### src/rtl/lpbk_pkg.sv
package lpbk_pkg;
  localparam int ADDR_W = 20;
  localparam int DATA_W = 32;
  localparam int IDX_W  = 5;

  localparam logic [ADDR_W-1:0] A_CMD   = 20'hA403C;
  localparam logic [ADDR_W-1:0] A_STAT  = 20'hA4040;
  localparam logic [ADDR_W-1:0] A_RXRST = 20'hA00D8;
  localparam logic [ADDR_W-1:0] A_RXST  = 20'h97814;
  localparam logic [ADDR_W-1:0] A_PATH  = 20'h919B4;
  localparam logic [ADDR_W-1:0] A_LPBK  = 20'h9781C;

  typedef enum logic [1:0] {OP_DISABLE = 2'd0, OP_ENABLE = 2'd1, OP_RELINK = 2'd2} op_e;
  typedef enum logic [2:0] {K_RST_ON, K_RST_OFF, K_WR, K_POLL, K_RMW, K_END} kind_e;

  // POLL: (rd & mask) == data ; RMW: (rd & ~mask) | (data & mask)
  typedef struct packed {
    kind_e             kind;
    logic [ADDR_W-1:0] addr;
    logic [DATA_W-1:0] data;
    logic [DATA_W-1:0] mask;
  } step_t;
endpackage

### src/rtl/lpbk_step_rom.sv
module lpbk_step_rom
  import lpbk_pkg::*;
(
  input  logic [1:0]       op_i,
  input  logic [IDX_W-1:0] idx_i,
  output step_t            step_o
);
  function automatic step_t mk(kind_e k, logic [ADDR_W-1:0] a, logic [DATA_W-1:0] d,
                               logic [DATA_W-1:0] m);
    step_t s;
    s.kind = k; s.addr = a; s.data = d; s.mask = m;
    return s;
  endfunction

  localparam logic [DATA_W-1:0] HS_BIT  = 32'h0000_8000;
  localparam logic [DATA_W-1:0] HS_MASK = 32'h0000_C000;

  logic [IDX_W-1:0]  k;
  logic [DATA_W-1:0] base;

  always_comb begin
    k = idx_i - 1'b1;
    case (k[3:2])
      2'd0:    base = 32'h00F9_200F;
      2'd1:    base = 32'h0000_2003;
      default: base = (op_i == OP_ENABLE) ? 32'h0006_2040 : 32'h0000_2040;
    endcase
  end

  always_comb begin
    step_o = mk(K_END, '0, '0, '0);
    if (op_i == OP_RELINK) begin
      case (int'(idx_i))
        0: step_o = mk(K_RST_ON, '0, '0, '0);
        1: step_o = mk(K_RMW, A_LPBK, '0, 32'h2);
        2: step_o = mk(K_RST_OFF, '0, '0, '0);
        3: step_o = mk(K_POLL, A_RXRST, 32'h0010_0000, 32'h0010_0000);
        4: step_o = mk(K_POLL, A_RXST, 32'h1, 32'h1);
        5: step_o = mk(K_RMW, A_PATH, '0, 32'h1000_0000);
        6: step_o = mk(K_RMW, A_LPBK, 32'h2, 32'h2);
        default: ;
      endcase
    end else if (idx_i == '0) begin
      step_o = mk(K_RST_ON, '0, '0, '0);
    end else if (int'(idx_i) <= 12) begin
      case (k[1:0])
        2'd0: step_o = mk(K_WR, A_CMD, base | HS_BIT, '0);
        2'd1: step_o = mk(K_POLL, A_STAT, HS_BIT, HS_MASK);
        2'd2: step_o = mk(K_WR, A_CMD, base, '0);
        default: step_o = mk(K_POLL, A_STAT, '0, HS_MASK);
      endcase
    end else if (int'(idx_i) == 13) begin
      step_o = mk(K_RST_OFF, '0, '0, '0);
    end else if (op_i == OP_ENABLE) begin
      case (int'(idx_i))
        14: step_o = mk(K_POLL, A_RXRST, 32'h0010_0000, 32'h0010_0000);
        15: step_o = mk(K_POLL, A_RXST, 32'h1, 32'h1);
        16: step_o = mk(K_RMW, A_PATH, '0, 32'h1000_0000);
        17: step_o = mk(K_RMW, A_LPBK, 32'h2, 32'h2);
        default: ;
      endcase
    end
  end
endmodule

### src/rtl/lpbk_mm_master.sv
module lpbk_mm_master #(
  parameter int AW = 20,
  parameter int DW = 32
) (
  input  logic          clk_i,
  input  logic          rst_ni,
  input  logic          req_i,
  input  logic          we_i,
  input  logic [AW-1:0] addr_i,
  input  logic [DW-1:0] wdata_i,
  output logic          ack_o,
  output logic [DW-1:0] rdata_o,
  output logic [AW-1:0] mm_addr_o,
  output logic          mm_read_o,
  output logic          mm_write_o,
  output logic [DW-1:0] mm_wdata_o,
  input  logic [DW-1:0] mm_rdata_i,
  input  logic          mm_waitrequest_i
);
  logic active;
  assign active = mm_read_o | mm_write_o;

  always_ff @(posedge clk_i or negedge rst_ni) begin
    if (!rst_ni) begin
      mm_addr_o  <= '0;
      mm_wdata_o <= '0;
      mm_read_o  <= 1'b0;
      mm_write_o <= 1'b0;
      ack_o      <= 1'b0;
      rdata_o    <= '0;
    end else begin
      ack_o <= 1'b0;
      if (active) begin
        if (!mm_waitrequest_i) begin
          mm_read_o  <= 1'b0;
          mm_write_o <= 1'b0;
          ack_o      <= 1'b1;
          rdata_o    <= mm_rdata_i;
        end
      end else if (req_i) begin
        mm_addr_o  <= addr_i;
        mm_wdata_o <= wdata_i;
        mm_read_o  <= !we_i;
        mm_write_o <= we_i;
      end
    end
  end

  p_hold_stable_r9: assert property (@(posedge clk_i) disable iff (!rst_ni)
    active && mm_waitrequest_i |=> $stable(mm_addr_o) && $stable(mm_wdata_o)
                                   && $stable(mm_read_o) && $stable(mm_write_o));
  p_rw_excl_r9: assert property (@(posedge clk_i) disable iff (!rst_ni)
    !(mm_read_o && mm_write_o));
endmodule

### src/rtl/lpbk_poll_timer.sv
module lpbk_poll_timer #(
  parameter int TW = 16
) (
  input  logic          clk_i,
  input  logic          rst_ni,
  input  logic          clr_i,
  input  logic [TW-1:0] limit_i,
  output logic          expired_o
);
  logic [TW-1:0] cnt;

  always_ff @(posedge clk_i or negedge rst_ni) begin
    if (!rst_ni)            cnt <= '0;
    else if (clr_i)         cnt <= '0;
    else if (cnt != '1)     cnt <= cnt + 1'b1;
  end

  assign expired_o = cnt >= limit_i;
endmodule

### src/rtl/lpbk_seq.sv
module lpbk_seq
  import lpbk_pkg::*;
#(
  parameter int TW = 16
) (
  input  logic              clk_i,
  input  logic              rst_ni,
  input  logic              start_i,
  input  logic [1:0]        op_i,
  input  logic [TW-1:0]     timeout_i,
  output logic              tx_rst_o,
  output logic              rx_rst_o,
  input  logic              tx_rst_ack_i,
  input  logic              rx_rst_ack_i,
  output logic [ADDR_W-1:0] mm_addr_o,
  output logic              mm_read_o,
  output logic              mm_write_o,
  output logic [DATA_W-1:0] mm_wdata_o,
  input  logic [DATA_W-1:0] mm_rdata_i,
  input  logic              mm_waitrequest_i,
  output logic              busy_o,
  output logic              done_o,
  output logic              err_o,
  output logic [IDX_W-1:0]  err_code_o
);
  typedef enum logic [2:0] {S_IDLE, S_STEP, S_RWAIT, S_WACK, S_PRD, S_MRD} state_e;

  state_e            state;
  logic [1:0]        op_q;
  logic [IDX_W-1:0]  idx;
  logic              rst_q;
  step_t             step;
  logic              req, we, ack, expired, match;
  logic [DATA_W-1:0] wdat, rdata;

  lpbk_step_rom u_rom (.op_i(op_q), .idx_i(idx), .step_o(step));

  lpbk_mm_master #(.AW(ADDR_W), .DW(DATA_W)) u_mst (
    .clk_i, .rst_ni, .req_i(req), .we_i(we), .addr_i(step.addr), .wdata_i(wdat),
    .ack_o(ack), .rdata_o(rdata), .mm_addr_o, .mm_read_o, .mm_write_o, .mm_wdata_o,
    .mm_rdata_i, .mm_waitrequest_i);

  lpbk_poll_timer #(.TW(TW)) u_tmr (
    .clk_i, .rst_ni, .clr_i(state == S_STEP), .limit_i(timeout_i), .expired_o(expired));

  assign match = (rdata & step.mask) == step.data;

  always_comb begin
    req  = 1'b0;
    we   = 1'b0;
    wdat = step.data;
    case (state)
      S_STEP: begin
        req = step.kind inside {K_WR, K_POLL, K_RMW};
        we  = step.kind == K_WR;
      end
      S_PRD: req = ack && !match && !expired;  // re-poll
      S_MRD: begin
        req  = ack;
        we   = 1'b1;
        wdat = (rdata & ~step.mask) | (step.data & step.mask);
      end
      default: ;
    endcase
  end

  always_ff @(posedge clk_i or negedge rst_ni) begin
    if (!rst_ni) begin
      state      <= S_IDLE;
      op_q       <= OP_DISABLE;
      idx        <= '0;
      rst_q      <= 1'b0;
      done_o     <= 1'b0;
      err_o      <= 1'b0;
      err_code_o <= '0;
    end else begin
      done_o <= 1'b0;
      case (state)
        S_IDLE: if (start_i) begin
          op_q  <= op_i;
          idx   <= '0;
          err_o <= 1'b0;
          state <= S_STEP;
        end
        S_STEP: case (step.kind)
          K_RST_ON:  begin rst_q <= 1'b1; state <= S_RWAIT; end
          K_RST_OFF: begin rst_q <= 1'b0; state <= S_RWAIT; end
          K_WR:      state <= S_WACK;
          K_POLL:    state <= S_PRD;
          K_RMW:     state <= S_MRD;
          default:   begin done_o <= 1'b1; state <= S_IDLE; end
        endcase
        S_RWAIT: if (tx_rst_ack_i == rst_q && rx_rst_ack_i == rst_q) begin
          idx   <= idx + 1'b1;
          state <= S_STEP;
        end else if (expired) begin
          err_o      <= 1'b1;
          err_code_o <= idx;
          state      <= S_IDLE;
        end
        S_WACK: if (ack) begin
          idx   <= idx + 1'b1;
          state <= S_STEP;
        end
        S_PRD: if (ack) begin
          if (match) begin
            idx   <= idx + 1'b1;
            state <= S_STEP;
          end else if (expired) begin
            err_o      <= 1'b1;
            err_code_o <= idx;
            state      <= S_IDLE;
          end
        end
        S_MRD: if (ack) state <= S_WACK;
        default: state <= S_IDLE;
      endcase
    end
  end

  assign tx_rst_o = rst_q;
  assign rx_rst_o = rst_q;
  assign busy_o   = state != S_IDLE;

  p_start_busy_r1: assert property (@(posedge clk_i) disable iff (!rst_ni)
    !busy_o && start_i |=> busy_o && !err_o);
  p_bus_acked_r2: assert property (@(posedge clk_i) disable iff (!rst_ni)
    (mm_read_o || mm_write_o) |-> tx_rst_ack_i == tx_rst_o && rx_rst_ack_i == rx_rst_o);
  p_done_released_r5: assert property (@(posedge clk_i) disable iff (!rst_ni)
    done_o |-> !tx_rst_o && !rx_rst_o);
  p_err_idle_r10: assert property (@(posedge clk_i) disable iff (!rst_ni)
    err_o |-> !busy_o && !done_o);
  p_done_pulse_r11: assert property (@(posedge clk_i) disable iff (!rst_ni)
    done_o |=> !done_o);
endmodule

### config.mk
export PLATFORM = sky130hd
export DESIGN_NAME = lpbk_seq
export DESIGN_NICKNAME = d
export VERILOG_FILES = /design/src/rtl/lpbk_pkg.sv /design/src/rtl/lpbk_step_rom.sv /design/src/rtl/lpbk_mm_master.sv /design/src/rtl/lpbk_poll_timer.sv /design/src/rtl/lpbk_seq.sv
export SDC_FILE = /design/constraint.sdc
export NUM_CORES = 1
export LEC_CHECK = 0
export ABC_AREA = 1
export CORE_MARGIN = 4
export CORE_UTILIZATION = 65
export DETAILED_ROUTE_END_ITERATION = 10
export DONT_BUFFER_PORTS = 1
export PLACE_DENSITY = 0.88
export SLEW_MARGIN = 25
export SYNTH_ARGS = -nofsm -noshare
export SYNTH_HDL_FRONTEND = slang
export SYNTH_SLANG_ARGS = --single-unit
### constraint.sdc
create_clock -name clk_i -period 6.5 [get_ports clk_i]
set_clock_uncertainty 0.05 [all_clocks]
set_input_delay 0.975 -clock clk_i [delete_from_list [all_inputs] [get_ports clk_i]]
set_output_delay 0.975 -clock clk_i [all_outputs]
set_load 0.02 [all_outputs]
Word-level counts from Yosys, hierarchy flattened
Index checks and enable logic that the tools add are counted.
{ "word_totals": {"regBits": 121, "input_bits": 56, "word_cells": 146} }
{ "op_classes": {"addsub": 3, "magnitude_cmp": 2, "n_eq_ne": 38, "mux": 51, "bitwise": 8, "reduce_logical": 30} }
{ "ops": {"columns": ["operator", "n"], "rows": [
  ["$pmux 87 s7", 1],
  ["$mux 87", 5],
  ["$pmux 87 s4", 1],
  ["$pmux 85 s3", 1],
  ["$and 32x32->32", 3],
  ["$pmux 32 s2", 1],
  ["$mux 5", 9],
  ["$eq 32x32->1", 1],
  ["$mux 16", 2],
  ["$mux 32", 1],
  ["$not 32->32", 1],
  ["$or 32x32->32", 1],
  ["$mux 3", 7],
  ["$pmux 5 s4", 1],
  ["$mux 19", 1],
  ["$pmux 3 s6", 1],
  ["$add 16x1->16 const B", 1],
  ["$ge 16x16->1", 1],
  ["$ne 16x16->1 const B", 1],
  ["$eq 5x3->1 const B", 3],
  ["$eq 5x5->1 const B", 3],
  ["$mux 1", 14],
  ["$eq 3x2->1 const B", 4],
  ["$ne 2x2->1 const B", 6],
  ["32 further kinds", 62]
]} }

Logic depth before layout (Yosys ltp)
Gate-level depths: netlist of the first run.
{ "depth": {"word_depth": 15, "ltp_mapped": 19} }

Modules after synthesis
Synthesis of the first run repeated with hierarchy kept, for this count alone.
{ "hier_totals": {"hier_cells": 1169, "hier_area_um2": 8341.8} }
{ "modules_own_cells": {"columns": ["mod", "n_inst", "cells_each", "area_each_um2"], "rows": [
  ["lpbk_mm_master", 1, 378, 3463.3],
  ["lpbk_seq", 1, 386, 2301.0],
  ["lpbk_poll_timer", 1, 197, 1346.3],
  ["lpbk_step_rom", 1, 208, 1231.2]
]} }

Worst setup path after synthesis of the first run
Ideal clock, no wire load.
{ "synth_path": {"kind": "input-to-reg", "from": "input timeout_i[15]", "to": "register u_mst.mm_addr_o[19]", "setup_time_ps": 117, "t_arrival_ps": 2405, "t_required_ps": 6333, "slack_ps": 3928, "cell_stages": 15, "cell_sequence": "inv_1 -> ha_1 -> nand2_1 -> inv_1 -> nand3_1 -> nor2_1 -> nand3_1 -> nand3_1 -> inv_1 -> nand4_4 -> nand3_4 -> buf_12 -> buf_8 -> nand3_2 -> nand2_1"} }
{ "synth_between": {"elab_chain_cells": 5} }
{ "synth_lines": {"columns": ["element", "line", "rtl"], "rows": [
  ["start: declaration", "lpbk_seq.sv:10", "input logic [TW-1:0] timeout_i,"],
  ["$ge 16x16->1", "lpbk_poll_timer.sv:18", "assign expired_o = cnt >= limit_i;"],
  ["$logic_not 1->1", "lpbk_seq.sv:57", "S_PRD: req = ack && !match && !expired;"],
  ["$logic_and 1x1->1", "lpbk_seq.sv:57", null],
  ["$pmux 1 s3", "lpbk_seq.sv:52", "case (state)"],
  ["$reduce_and 2->1 (no line)", null, null],
  ["end signal: assignment", "lpbk_mm_master.sv:41", "mm_addr_o <= addr_i;"],
  ["end: declaration", "lpbk_mm_master.sv:13", "output logic [AW-1:0] mm_addr_o,"]
]} }
No other way between the ends.
A chain may end at the register's enable or synchronous reset.

Worst setup path after layout of the first run
{ "layout_path": {"from": "register idx[0]", "to": "register u_mst.mm_wdata_o[30]"} }
{ "layout_between": {"elab_chain_cells": 14, "elab_cells_between_ends": 44, "cone_classes": "add/sub: 1; order compare: 1; eq/ne: 18; mux: 11; bitwise: 5; reduce/logical: 8"} }
{ "layout_lines": {"columns": ["element", "line", "rtl"], "rows": [
  ["start: declaration", "lpbk_seq.sv:30", "logic [IDX_W-1:0] idx;"],
  ["start signal: assignment", "lpbk_seq.sv:94", "idx <= idx + 1'b1;"],
  ["start signal: assignment", "lpbk_seq.sv:102", "idx <= idx + 1'b1;"],
  ["start signal: assignment", "lpbk_seq.sv:107", "idx <= idx + 1'b1;"],
  ["branches (longest 6 deep; another with $sub 4x1->4)", null, null],
  ["$mux 87 *", "lpbk_step_rom.sv:32", "if (op_i == OP_RELINK) begin"],
  ["$and 32x32->32", "lpbk_seq.sv:46", "assign match = (rdata & step.mask) == step.data;"],
  ["$eq 32x32->1", "lpbk_seq.sv:46", null],
  ["$logic_not 1->1", "lpbk_seq.sv:57", null],
  ["$logic_and 1x1->1 (2 in a row)", "lpbk_seq.sv:57", null],
  ["$pmux 1 s3", "lpbk_seq.sv:52", null],
  ["$reduce_and 2->1 (no line)", null, null],
  ["end signal: assignment", "lpbk_mm_master.sv:42", "mm_wdata_o <= wdata_i;"],
  ["end: declaration", "lpbk_mm_master.sv:16", "output logic [DW-1:0] mm_wdata_o,"]
]} }
Every way passes the cells marked *.

==> results of run 1 <==
## where the power goes
| group | switching [W] | internal (W) | total, W |
|---|---|---|---|
| clock | 0.000350 | 0.000537 | 0.000887 |
| combinational | 0.000712 | 0.000274 | 0.000986 |
| sequential | 0.000239 | 0.000897 | 0.00114 |
| total | 0.00130 | 0.00171 | 0.00301 |
## path summary, 6_finish.rpt
path | start | to | slack (ns) | depth (start not counted)
worst max register to register | idx[0] | u_mst.mm_wdata_o[30] | 2.38 | 17
worst min-delay path | rst_ni | u_mst.mm_wdata_o[24] | 0.08 | 0
worst max-delay path | idx[0] | u_mst.mm_wdata_o[30] | 2.38 | 17
max in group asynchronous | rst_ni | u_tmr.cnt[3] | 6.19 | 0
min in group clk_i | u_mst.rdata_o[19] | u_mst.rdata_o[19] | 0.42 | 2
worst min register to register | u_mst.rdata_o[19] | u_mst.rdata_o[19] | 0.42 | 2
## layer usage
metal  vias to the layer above  part of all wire
met5                         -                 0
met4                         0             0.030
met3                        51             0.077
met2                       243              0.49
met1                      2749              0.41
li1                       2809                 -
## worst reg2reg max path, cell delays in order, from the launching register on
cell and delay [ns]:
dfrtp_1 0.52, clkinv_1 0.37, ha_1 0.37, nand2_1 0.11
nand2_2 0.17, inv_2 0.19, nand2_1 0.07, nor2_1 0.13
a21oi_2 0.05, nand2_1 0.06, nand2_1 0.06, nor2_2 0.15
nand2_4 0.09, nand4_4 0.08, nand3_4 0.61, nand2_4 0.73
nand2_1 0.14, nand2_1 0.11
## cell type report
cell class              instances  area, sq um
multi-input cells             648         3359
fillers                       831         2948
flip-flops and latches        113         2828
clock buffers                  20        455.4
inverters                     103        386.6
well taps                     136        170.2
clock inverters                12        107.6
repair buffers                  3        22.52
## cells in the final DEF (no fill, tap or decap), types with 2 or more instances in the layout
| cell type | instances |
|---|---|
| clkbuf_16 | 16 |
| a21oi_1 | 23 |
| xor2_1 | 3 |
| ha_1 | 26 |
| inv_1 | 93 |
| o21ai_1 | 2 |
| inv_2 | 9 |
| nor2_1 | 70 |
| dfrtp_1 | 113 |
| nor3_1 | 10 |
| nor2_2 | 7 |
| nor4_1 | 2 |
| o21a_1 | 5 |
| clkinvlp_4 | 3 |
| conb_1 | 6 |
| a31oi_1 | 3 |
| nor2_4 | 4 |
| clkbuf_8 | 4 |
| nand3_1 | 44 |
| nand3_2 | 41 |
| o21ai_0 | 55 |
| nand2_2 | 6 |
| nand2_4 | 5 |
| clkinv_4 | 2 |
| nand2_1 | 312 |
| clkinv_2 | 4 |
| nand4_1 | 5 |
| inv_6 | 2 |
| buf_4 | 3 |
| a21oi_2 | 2 |
## logic make-up (layout without fill, tap and decap cells)
family,after synthesis,after routing
and+or+nand+nor,511,511
buffers and inverters,140,138
DFF,113,113
AOI/OAI and AO/OA,100,100
adders and majority gates,26,26
xor gates and xnor gates,3,3
muxes,2,2
other,1,6
## metrics by stage
| stage | util | cell area [sq um] |
|---|---|---|
| floorplan | - | 6833 |
| global placement | 0.6584 | 6766 |
| detailed placement | 0.6584 | 6766 |
| CTS | 0.7132 | 7330 |
| global route | 0.7132 | 7330 |
| finish | 0.7132 | 7330 |
## synth_stat cells, types with 3 or more instances
cell / number / area, sq um
nor3_1: 10 / 50.05
buf_4: 14 / 105.1
inv_1: 93 / 349.1
dfrtp_1: 113 / 2828
nand2_1: 312 / 1171
a21oi_1: 23 / 115.1
clkbuf_1: 9 / 33.78
ha_1: 26 / 325.3
xor2_1: 3 / 26.28
a31oi_1: 3 / 18.77
buf_8: 4 / 60.06
nand4_1: 5 / 31.28
nand3_2: 41 / 410.4
nand2_4: 5 / 56.30
buf_2: 5 / 25.02
o21ai_0: 55 / 275.3
nor2_2: 7 / 43.79
inv_2: 9 / 33.78
nor2_1: 72 / 270.3
nand3_1: 44 / 220.2
o21a_1: 5 / 37.54
nand2_2: 6 / 37.54
## sequential cells by signal, summed over array words and instances, names as in the netlist, 2 cells and up
register	cells
idx	5
err_code_o	5
state	3
u_mst.rdata_o	32
op_q	2
u_tmr.cnt	16
u_mst.mm_addr_o	12
u_mst.mm_wdata_o	32
==> impl_metrics.json, run 1 <==
{
  "core_sq_mm": 0.01028,
  "hp-class": "in2async",
  "drc": 0,
  "critPathLaunchType": "flop",
  "synth_top_family_by_area": "simple AND/OR/NAND/NOR gates",
  "worstSetupPathType": "reg2reg",
  "dpl.hpwl_mm": 11.42,
  "synth_mux_area_frac": 0.003122,
  "antenna_cells": 0,
  "ant_nets": 0,
  "met3_usage": 0.07513,
  "fp-row-count": 37,
  "cts_sinks": 113,
  "grt_pass1_vias": 5505,
  "routed_wl_mm": 16.90,
  "grt_overflow_total": 0,
  "critPathBufInv": 2,
  "wire_per_inst_um": 16.32,
  "end_kind": "flop",
  "grt_setup_unrepaired": "false",
  "vias_per_cell": 5.654,
  "yosys_warnings": 0,
  "setup_viol": 0,
  "cp.required_ns": 6.92,
  "postCtsResizedCells": 0,
  "grt_pass1_wl_mm": 26.63,
  "tightest_slew_ns": 0.9209,
  "max_stage_delay_ns": 0.72,
  "ios": 120,
  "area_growth_syn_to_layout_pct": 7.565,
  "synth-async-reset-ratio": 1.000,
  "antenna_found_initial": 0,
  "post-place-cells": 1003,
  "max-vdd-ir-drop_v": 0.0002403,
  "worst_path_most_repeated_cell": "nand2_1",
  "h-tree-depth": 4,
  "root_buffer": "clkbuf_8",
  "gp_congestion": 0.9523,
  "postSynthCellCount": 896,
  "hold_viol": 0,
  "grt_usage": 0.2831,
  "relSlewSlack": 0.3854,
  "period_share": 0.6343,
  "die-area_sq_mm": 0.01218,
  "cts_buffers": 17,
  "cp_max_fo": 47,
  "p_leak_nw": 3.868,
  "dieWidth_um": 110.4,
  "post-route-min-period_ns": 4.123,
  "worst_hold_slack_ns": 0.07587,
  "clock_latency_ns": 0.54,
  "synth_fa_ha_area_frac": 0.04774,
  "maxCapViolCount": 0,
  "synth-seq-area-share": 0.4150,
  "vias": 5852,
  "clockBufferDepth": 2,
  "cts_tree": "yes",
  "busiest_layer": "met2",
  "fin_ws_ns": 2.377,
  "postCtsSetupBuffers": 0,
  "p_total_w": 0.003009,
  "grt_max_degree": 114,
  "fin_setup_tns_ns": 0,
  "port_buffers": 0,
  "dieHeight_um": 110.4,
  "synth_area_sq_mm": 0.006814,
  "dpl_worst_slack_ns": 2.505,
  "cts_hold_buf": 0,
  "drt_iter0_drc": 506,
  "use_met1": 0.3461,
  "yosys.cell_types.count": 48,
  "final_net_count": 968,
  "path_delay_family": "simple AND/OR/NAND/NOR gates",
  "ys.flop_type": "dfrtp_1",
  "worstPathArrival_ns": 4.55,
  "crit_path_top_delay_cell": "nand2_4",
  "initial_utilization": 0.6630,
  "met2_usage": 0.4727,
  "path_clk_slew_ns": 0.06,
  "fmax_ghz": 0.2425,
  "fin_cells": 1035,
  "power_density_mw_per_mm2": 410.5,
  "synth_edf_count": 0,
  "drv_slew": 0,
  "synth_xor_area_frac": 0.003856,
  "worstPathCellList": "clkinv_1 -> ha_1 -> nand2_1 -> nand2_2 -> inv_2 -> nand2_1 -> nor2_1 -> a21oi_2 -> nand2_1 -> nand2_1 -> nor2_2 -> nand2_4 -> nand4_4 -> nand3_4 -> nand2_4 -> nand2_1 -> nand2_1",
  "synth_compound_area_frac": 0.08208,
  "status": "finished clean",
  "yosys.area_share.simple": 0.3507,
  "ys_ff_latch": 113,
  "dr.pass1.iters": 6,
  "drive_gt1_frac": 0.1290,
  "avgSynthCellArea_sq_um": 7.605
}
Note: power is estimated with default switching activity, not from simulation.
==> inputs of run 2 (changes only) <==
--- a/config.mk
+++ b/config.mk
@@ -5,12 +5,12 @@
 export SDC_FILE = /design/constraint.sdc
 export NUM_CORES = 1
 export LEC_CHECK = 0
-export ABC_AREA = 1
+export ABC_AREA = 0
 export CORE_MARGIN = 4
-export CORE_UTILIZATION = 65
+export CORE_UTILIZATION = 58
 export DETAILED_ROUTE_END_ITERATION = 10
 export DONT_BUFFER_PORTS = 1
-export PLACE_DENSITY = 0.88
+export PLACE_DENSITY = 0.83
 export SLEW_MARGIN = 25
 export SYNTH_ARGS = -nofsm -noshare
 export SYNTH_HDL_FRONTEND = slang
==> constraint.sdc (replaced) <==
create_clock -name clk_i -period 3.4 [get_ports clk_i]
set_clock_uncertainty 0.05 [all_clocks]
set_input_delay 0.51 -clock clk_i [delete_from_list [all_inputs] [get_ports clk_i]]
set_output_delay 0.51 -clock clk_i [all_outputs]
set_load 0.02 [all_outputs]
==> run 2 against run 1 <==
  * Global-route usage shrank 1.4 points
  * Maximum frequency grew 28%
  * Flip-flop and latch count is the same
  * Power grew 120%
  * Synthesized area shrank 6.4%
  * Highest routed layer unchanged
==> impl_metrics.json, run 2 <==
{
  "status": "finished clean",
  "synth-seq-area-share": 0.4435,
  "ys_ff_latch": 113,
  "sw_frac_of_total": 0.3921,
  "postSynthCellCount": 683,
  "yosys_warnings": 0,
  "final_net_count": 779,
  "worstPathArrival_ns": 3.58,
  "largestRegisters": "u_mst.mm_wdata_o x32, u_mst.rdata_o x32, u_tmr.cnt x16",
  "gp_congestion": 0.9075,
  "ant_nets": 0,
  "grt_pass1_vias": 5235,
  "cp_max_fo": 28,
  "die-area_sq_mm": 0.01274,
  "cp.required_ns": 3.75,
  "p_seq_frac": 0.351,
  "routed_wl_mm": 16.63,
  "final_cell_mix": "132 x nand2_1, 110 x dfrtp_1, 42 x inv_1",
  "h-tree-depth": 4,
  "worstHoldEndpoint": "u_mst.rdata_o[16]",
  "antenna_found_initial": 0,
  "period_share": 0.9486,
  "drt_iter0_drc": 437,
  "dpl_worst_slack_ns": 0.1298,
  "vias": 5199,
  "fmax_ghz": 0.3101,
  "drv_slew": 0,
  "maxCapViolCount": 0,
  "path_clk_slew_ns": 0.06,
  "fin_setup_tns_ns": 0,
  "cts_sinks": 113,
  "dieHeight_um": 112.9,
  "synth_area_sq_mm": 0.006376,
  "max-vdd-ir-drop_v": 0.0005507,
  "fin_ws_ns": 0.1749,
  "power_density_mw_per_mm2": 897.2,
  "hold_path.startpoint": "mm_rdata_i[16]",
  "ys_top_cells_by_count": "132 x nand2_1, 113 x dfrtp_1, 42 x inv_1",
  "yosysMostFrequentCell": "nand2_1",
  "avgSynthCellArea_sq_um": 9.335,
  "yosys.cell_types.count": 76,
  "worstSetupPathType": "reg2reg",
  "drive_gt1_frac": 0.1425,
  "netSwitchingPower_w": 0.002560,
  "post-route-min-period_ns": 3.225,
  "dieWidth_um": 112.9,
  "tightest_slew_ns": 0.9688,
  "critPathLaunchType": "flop",
  "hp-class": "in2reg",
  "core_sq_mm": 0.01079,
  "p_leak_nw": 3.603,
  "cts_tree": "yes",
  "synth-async-reset-ratio": 1.000,
  "cts_buffers": 17,
  "setup_viol": 0,
  "grt_overflow_total": 0,
  "p_comb_frac": 0.358,
  "final_common_cell": "nand2_1",
  "port_buffers": 0,
  "ios": 120,
  "hold_viol": 0,
  "worstPathCellList": "buf_4 -> ha_1 -> or2_2 -> and3_1 -> o311a_1 -> o21ai_1 -> o22ai_2 -> o31ai_4 -> buf_12 -> mux2_2",
  "end_kind": "flop",
  "grt_pass1_wl_mm": 27.14,
  "grt_max_degree": 114,
  "clockBufferDepth": 2,
  "area_growth_syn_to_layout_pct": 14.11,
  "grt_usage": 0.2693,
  "hold_path_depth": 2,
  "grt_setup_unrepaired": "false",
  "antenna_cells": 0,
  "p_int_w": 0.003968,
  "rr_startpoint": "idx[0]",
  "r2r_slack_ns": 0.17,
  "fin_util": 0.6741,
  "r2r_end": "u_mst.mm_addr_o[5]",
  "wire_per_inst_um": 19.59,
  "clock_latency_ns": 0.52,
  "r2r_cells": 10,
  "postCtsSetupBuffers": 0,
  "initial_utilization": 0.5908,
  "dpl.hpwl_mm": 12.05,
  "ys.flop_type": "dfrtp_1",
  "vias_per_cell": 6.124,
  "relSlewSlack": 0.3534,
  "max_stage_delay_ns": 0.45,
  "fillers": 810,
  "crit_path_top_delay_cell": "dfrtp_2",
  "dr.pass1.iters": 5,
  "synth_edf_count": 0,
  "drc": 0,
  "yosys-top-cells-area": "dfrtp_1 44%, nand2_1 7.8%, ha_1 5.1%",
  "pwr-share-clk": 0.292,
  "fp-row-count": 38,
  "netlist.area_leader.share": 0.4435,
  "root_buffer": "clkbuf_8",
  "synth_top_cell_by_area": "dfrtp_1"
}
==> run 2: changes by cell type after synthesis, moves of 24 or more <==
cell / before / now
nand2_1: 312 / 132
inv_1: 93 / 42
nand3_2: 41 / 0
nor2_1: 72 / 39
nand3_1: 44 / 16
o21ai_0: 55 / 31
==> run 2: worst max path at each step <==
stage | startpoint | to | slack [ns] | cells past startpoint
2_1_floorplan | idx[0] | u_mst.mm_addr_o[13] | 0.06 | 13
6_report | idx[0] | u_mst.mm_addr_o[5] | 0.17 | 10
3_5_place_dp | idx[1] | u_mst.mm_addr_o[5] | 0.13 | 11
5_1_grt | idx[0] | u_mst.mm_addr_o[3] | 0.02 | 10
4_1_cts | idx[1] | u_mst.mm_addr_o[5] | 0.12 | 11
3_3_place_gp | idx[1] | u_mst.mm_addr_o[5] | 0.17 | 11
==> run 2: layout make-up <==
cell class | instances | area, sq um | area share
clock buffers | 22 | 452.9 | 0.06225
multi-input cells | 496 | 3241 | 0.4454
repair buffers | 27 | 237.7 | 0.03267
clock inverters | 9 | 180.2 | 0.02476
inverters | 42 | 157.7 | 0.02167
well taps | 140 | 175.2 | 0.02408
flip-flops and latches | 113 | 2831 | 0.3892
==> run 2: repair_timing <==
item,in CTS,in global routing
hold buffers,2,0
endpoints found under the setup margin,0,39
resized for setup,0,8
hold endpoints to repair,113,0
==> run 2: stage by stage <==
step | total power [W] | hold WS, ns | cells | instance area, sq um
finish | 0.006528 | 0.04119 | 849 | 7276
global placement | 0.004456 | 0.1680 | 816 | 6579
detailed placement | 0.004532 | 0.1686 | 816 | 6579
global route | 0.006905 | 0.01998 | 849 | 7276
floorplan | 0.003899 | 0.1644 | 688 | 6395
CTS | 0.006494 | 0.02066 | 849 | 7249
==> run 2: metal layers <==
metal	track usage	share of wire
met3	0.09091	0.088
met1	0.3386	0.39
met4	0.1122	0.035
met5	0	0
met2	0.4273	0.48
==> run 2: logic make-up after synthesis <==
kind of cell / synth area share
AND/OR/NAND/NOR: 0.2057
AO/OA/AOI/OAI: 0.1554
flip-flops: 0.4435
buffers and inverters: 0.05612
multiplexers: 0.06986
adder cells (fa/ha/maj): 0.05102
XOR/XNOR: 0.01786
other: 0.0005881
==> run 2: power by group through the flow <==
stage	Clock, W	Sequential (W)	Combinational (W)
2_1_floorplan	0	0.00214	0.00176
3_3_place_gp	0	0.00228	0.00218
3_5_place_dp	0	0.00230	0.00223
4_1_cts	0.00193	0.00228	0.00228
5_1_grt	0.00200	0.00234	0.00257
6_report	0.00190	0.00229	0.00234
==> run 2: worst max-delay path: cells and delay by family (launching register included) <==
family / cells / cell delay [ns]
flip-flops: 1 / 0.45
buffers and inverters: 2 / 0.43
AO/OA/AOI/OAI: 4 / 1.01
multiplexers: 1 / 0.36
adder cells (fa/ha/maj): 1 / 0.26
AND/OR/NAND/NOR: 2 / 0.53
==> inputs of run 3 (changes only) <==
--- a/config.mk
+++ b/config.mk
@@ -7,10 +7,10 @@
 export LEC_CHECK = 0
 export ABC_AREA = 0
 export CORE_MARGIN = 4
-export CORE_UTILIZATION = 58
+export CORE_UTILIZATION = 64
 export DETAILED_ROUTE_END_ITERATION = 10
 export DONT_BUFFER_PORTS = 1
-export PLACE_DENSITY = 0.83
+export PLACE_DENSITY = 0.87
 export SLEW_MARGIN = 25
 export SYNTH_ARGS = -nofsm -noshare
 export SYNTH_HDL_FRONTEND = slang
==> constraint.sdc (replaced) <==
create_clock -name clk_i -period 3.39 [get_ports clk_i]
set_clock_uncertainty 0.05 [all_clocks]
set_input_delay 0.5085 -clock clk_i [delete_from_list [all_inputs] [get_ports clk_i]]
set_output_delay 0.5085 -clock clk_i [all_outputs]
set_load 0.02 [all_outputs]
==> run 3 against run 2 <==
  * Clock power barely moved
  * Largest power group unchanged
  * Hold slack lost 0.0060 ns
  * Global-route usage up 3.7 points
  * Maximum frequency is 0.18% lower
  * Combinational power is 5% higher
  * Utilization increased by 7.5 points
  * Register-to-register slack got worse by 0.02 ns
  * Via count up 4.0%
  * First-iteration DRC count up 6.2%
==> impl_metrics.json, run 3 (synthesis results as in run 2) <==
{
  "dieHeight_um": 107.8,
  "drt_iter0_drc": 464,
  "cts_tree": "yes",
  "final_net_count": 785,
  "worstSetupPathType": "reg2reg",
  "root_buffer": "clkbuf_8",
  "final_common_cell": "nand2_1",
  "ios": 120,
  "drc": 0,
  "status": "finished clean",
  "fin_cells": 849,
  "cp_max_fo": 19,
  "core_sq_mm": 0.009729,
  "cts_buffers": 17,
  "post-route-min-period_ns": 3.231,
  "relSlewSlack": 0.3766,
  "p_leak_nw": 3.627,
  "grt_pass1_vias": 5361,
  "path_clk_slew_ns": 0.06,
  "antenna_cells": 0,
  "tightest_slew_ns": 0.9293,
  "antenna_found_initial": 0,
  "post-place-cells": 814,
  "worstPathArrival_ns": 3.59,
  "gp_congestion": 0.8953,
  "max-vdd-ir-drop_v": 0.0004629,
  "hold_path_depth": 2,
  "setup_viol": 0,
  "ant_nets": 0,
  "hp-class": "in2reg",
  "maxCapViolCount": 0,
  "vias_per_cell": 6.366,
  "r2r_cells": 10,
  "port_buffers": 0,
  "routed_wl_mm": 16.99,
  "wire_per_inst_um": 20.01,
  "fmax_ghz": 0.3095,
  "initial_utilization": 0.6553,
  "vias": 5405,
  "drv_slew": 0,
  "end_kind": "flop",
  "h-tree-depth": 4,
  "grt_pass1_wl_mm": 27.67,
  "dr.pass1.iters": 5,
  "grt_usage": 0.3065,
  "drive_gt1_frac": 0.1439,
  "hold_viol": 0,
  "fin_util": 0.7495,
  "critPathLaunchType": "flop",
  "dieWidth_um": 107.8,
  "cp.required_ns": 3.75,
  "clock_latency_ns": 0.53,
  "grt_max_degree": 114,
  "area_growth_syn_to_layout_pct": 14.36,
  "power_density_mw_per_mm2": 904.0,
  "grt_overflow_total": 0,
  "fin_setup_tns_ns": 0,
  "fillers": 660,
  "dpl.hpwl_mm": 11.75,
  "final_cell_mix": "132 x nand2_1, 113 x dfrtp_1, 41 x inv_1",
  "largestRegisters": "u_mst.mm_wdata_o x32, u_mst.rdata_o x32, u_tmr.cnt x16",
  "grt_setup_unrepaired": "false",
  "clockBufferDepth": 2,
  "die-area_sq_mm": 0.01162,
  "cts_sinks": 113,
  "fp-row-count": 36,
  "period_share": 0.9531
}
## run 3: final timing paths
| path | from | to | slack (ns) |
|---|---|---|---|
| max | idx[0] | u_mst.mm_addr_o[7] | 0.16 |
| min | mm_rdata_i[2] | u_mst.rdata_o[2] | 0.04 |
| max reg2reg | idx[0] | u_mst.mm_addr_o[7] | 0.16 |
| min reg2reg | u_mst.rdata_o[8] | u_mst.rdata_o[8] | 0.43 |
| max in group asynchronous | rst_ni | u_mst.rdata_o[11] | 2.31 |
| min in group asynchronous | rst_ni | err_code_o[1] | 0.56 |
## run 3: where the power goes
group	internal (W)	total, W	leakage [nW]	switching, W
combinational	0.000986	0.00245	1.83	0.00146
sequential	0.00172	0.00228	1.50	0.000551
clock	0.00123	0.00187	0.296	0.000638
## run 3: critical path, cell delays in order, from the launching register on
cell and delay (ns):
dfrtp_1 0.44, buf_4 0.20, ha_1 0.26, or2_2 0.32
and3_1 0.21, o311a_1 0.38, o21ai_2 0.21, o22ai_2 0.14
o31ai_4 0.34, buf_12 0.22, mux2_2 0.35
## run 3: per-stage QoR
| step | setup slack [ns] | area, sq um | total power [W] | hold slack (ns) |
|---|---|---|---|---|
| CTS | 0.1077 | 7269 | 0.006523 | 0.03213 |
| floorplan | 0.05263 | 6395 | 0.003911 | 0.1629 |
| finish | 0.1590 | 7292 | 0.006592 | 0.03515 |
| detailed placement | 0.1304 | 6620 | 0.004571 | 0.1661 |
| global placement | 0.2507 | 6620 | 0.004481 | 0.1657 |
| global route | 0.04133 | 7292 | 0.006942 | 0.03840 |
## run 3: what timing repair did
| item | 4_1_cts | 5_1_grt |
|---|---|---|
| hold endpoints to repair | 113 | 0 |
| hold buffers | 2 | 0 |
| setup endpoints to repair | 0 | 28 |
| setup buffers | 0 | 1 |
| resized for setup | 0 | 4 |
## run 3: metal layers
layer,global-route usage,part of all wire,routed length [um],up-vias
met1,0.3797,0.39,6644,2654
met4,0.1271,0.030,515,0
li1,-,-,-,2418
met3,0.07439,0.076,1290,50
met2,0.5124,0.50,8537,283
met5,0,0,0,-
## run 3: final cells by class
class	instances	area [sq um]	share of cell area
multi-input combinational	496	3233	0.4434
sequential	113	2828	0.3878
clock buffer	23	456.7	0.06263
timing repair buffer	33	295.3	0.04049
tap	133	166.4	0.02282
inverter	42	157.7	0.02162
clock inverter	9	155.1	0.02128
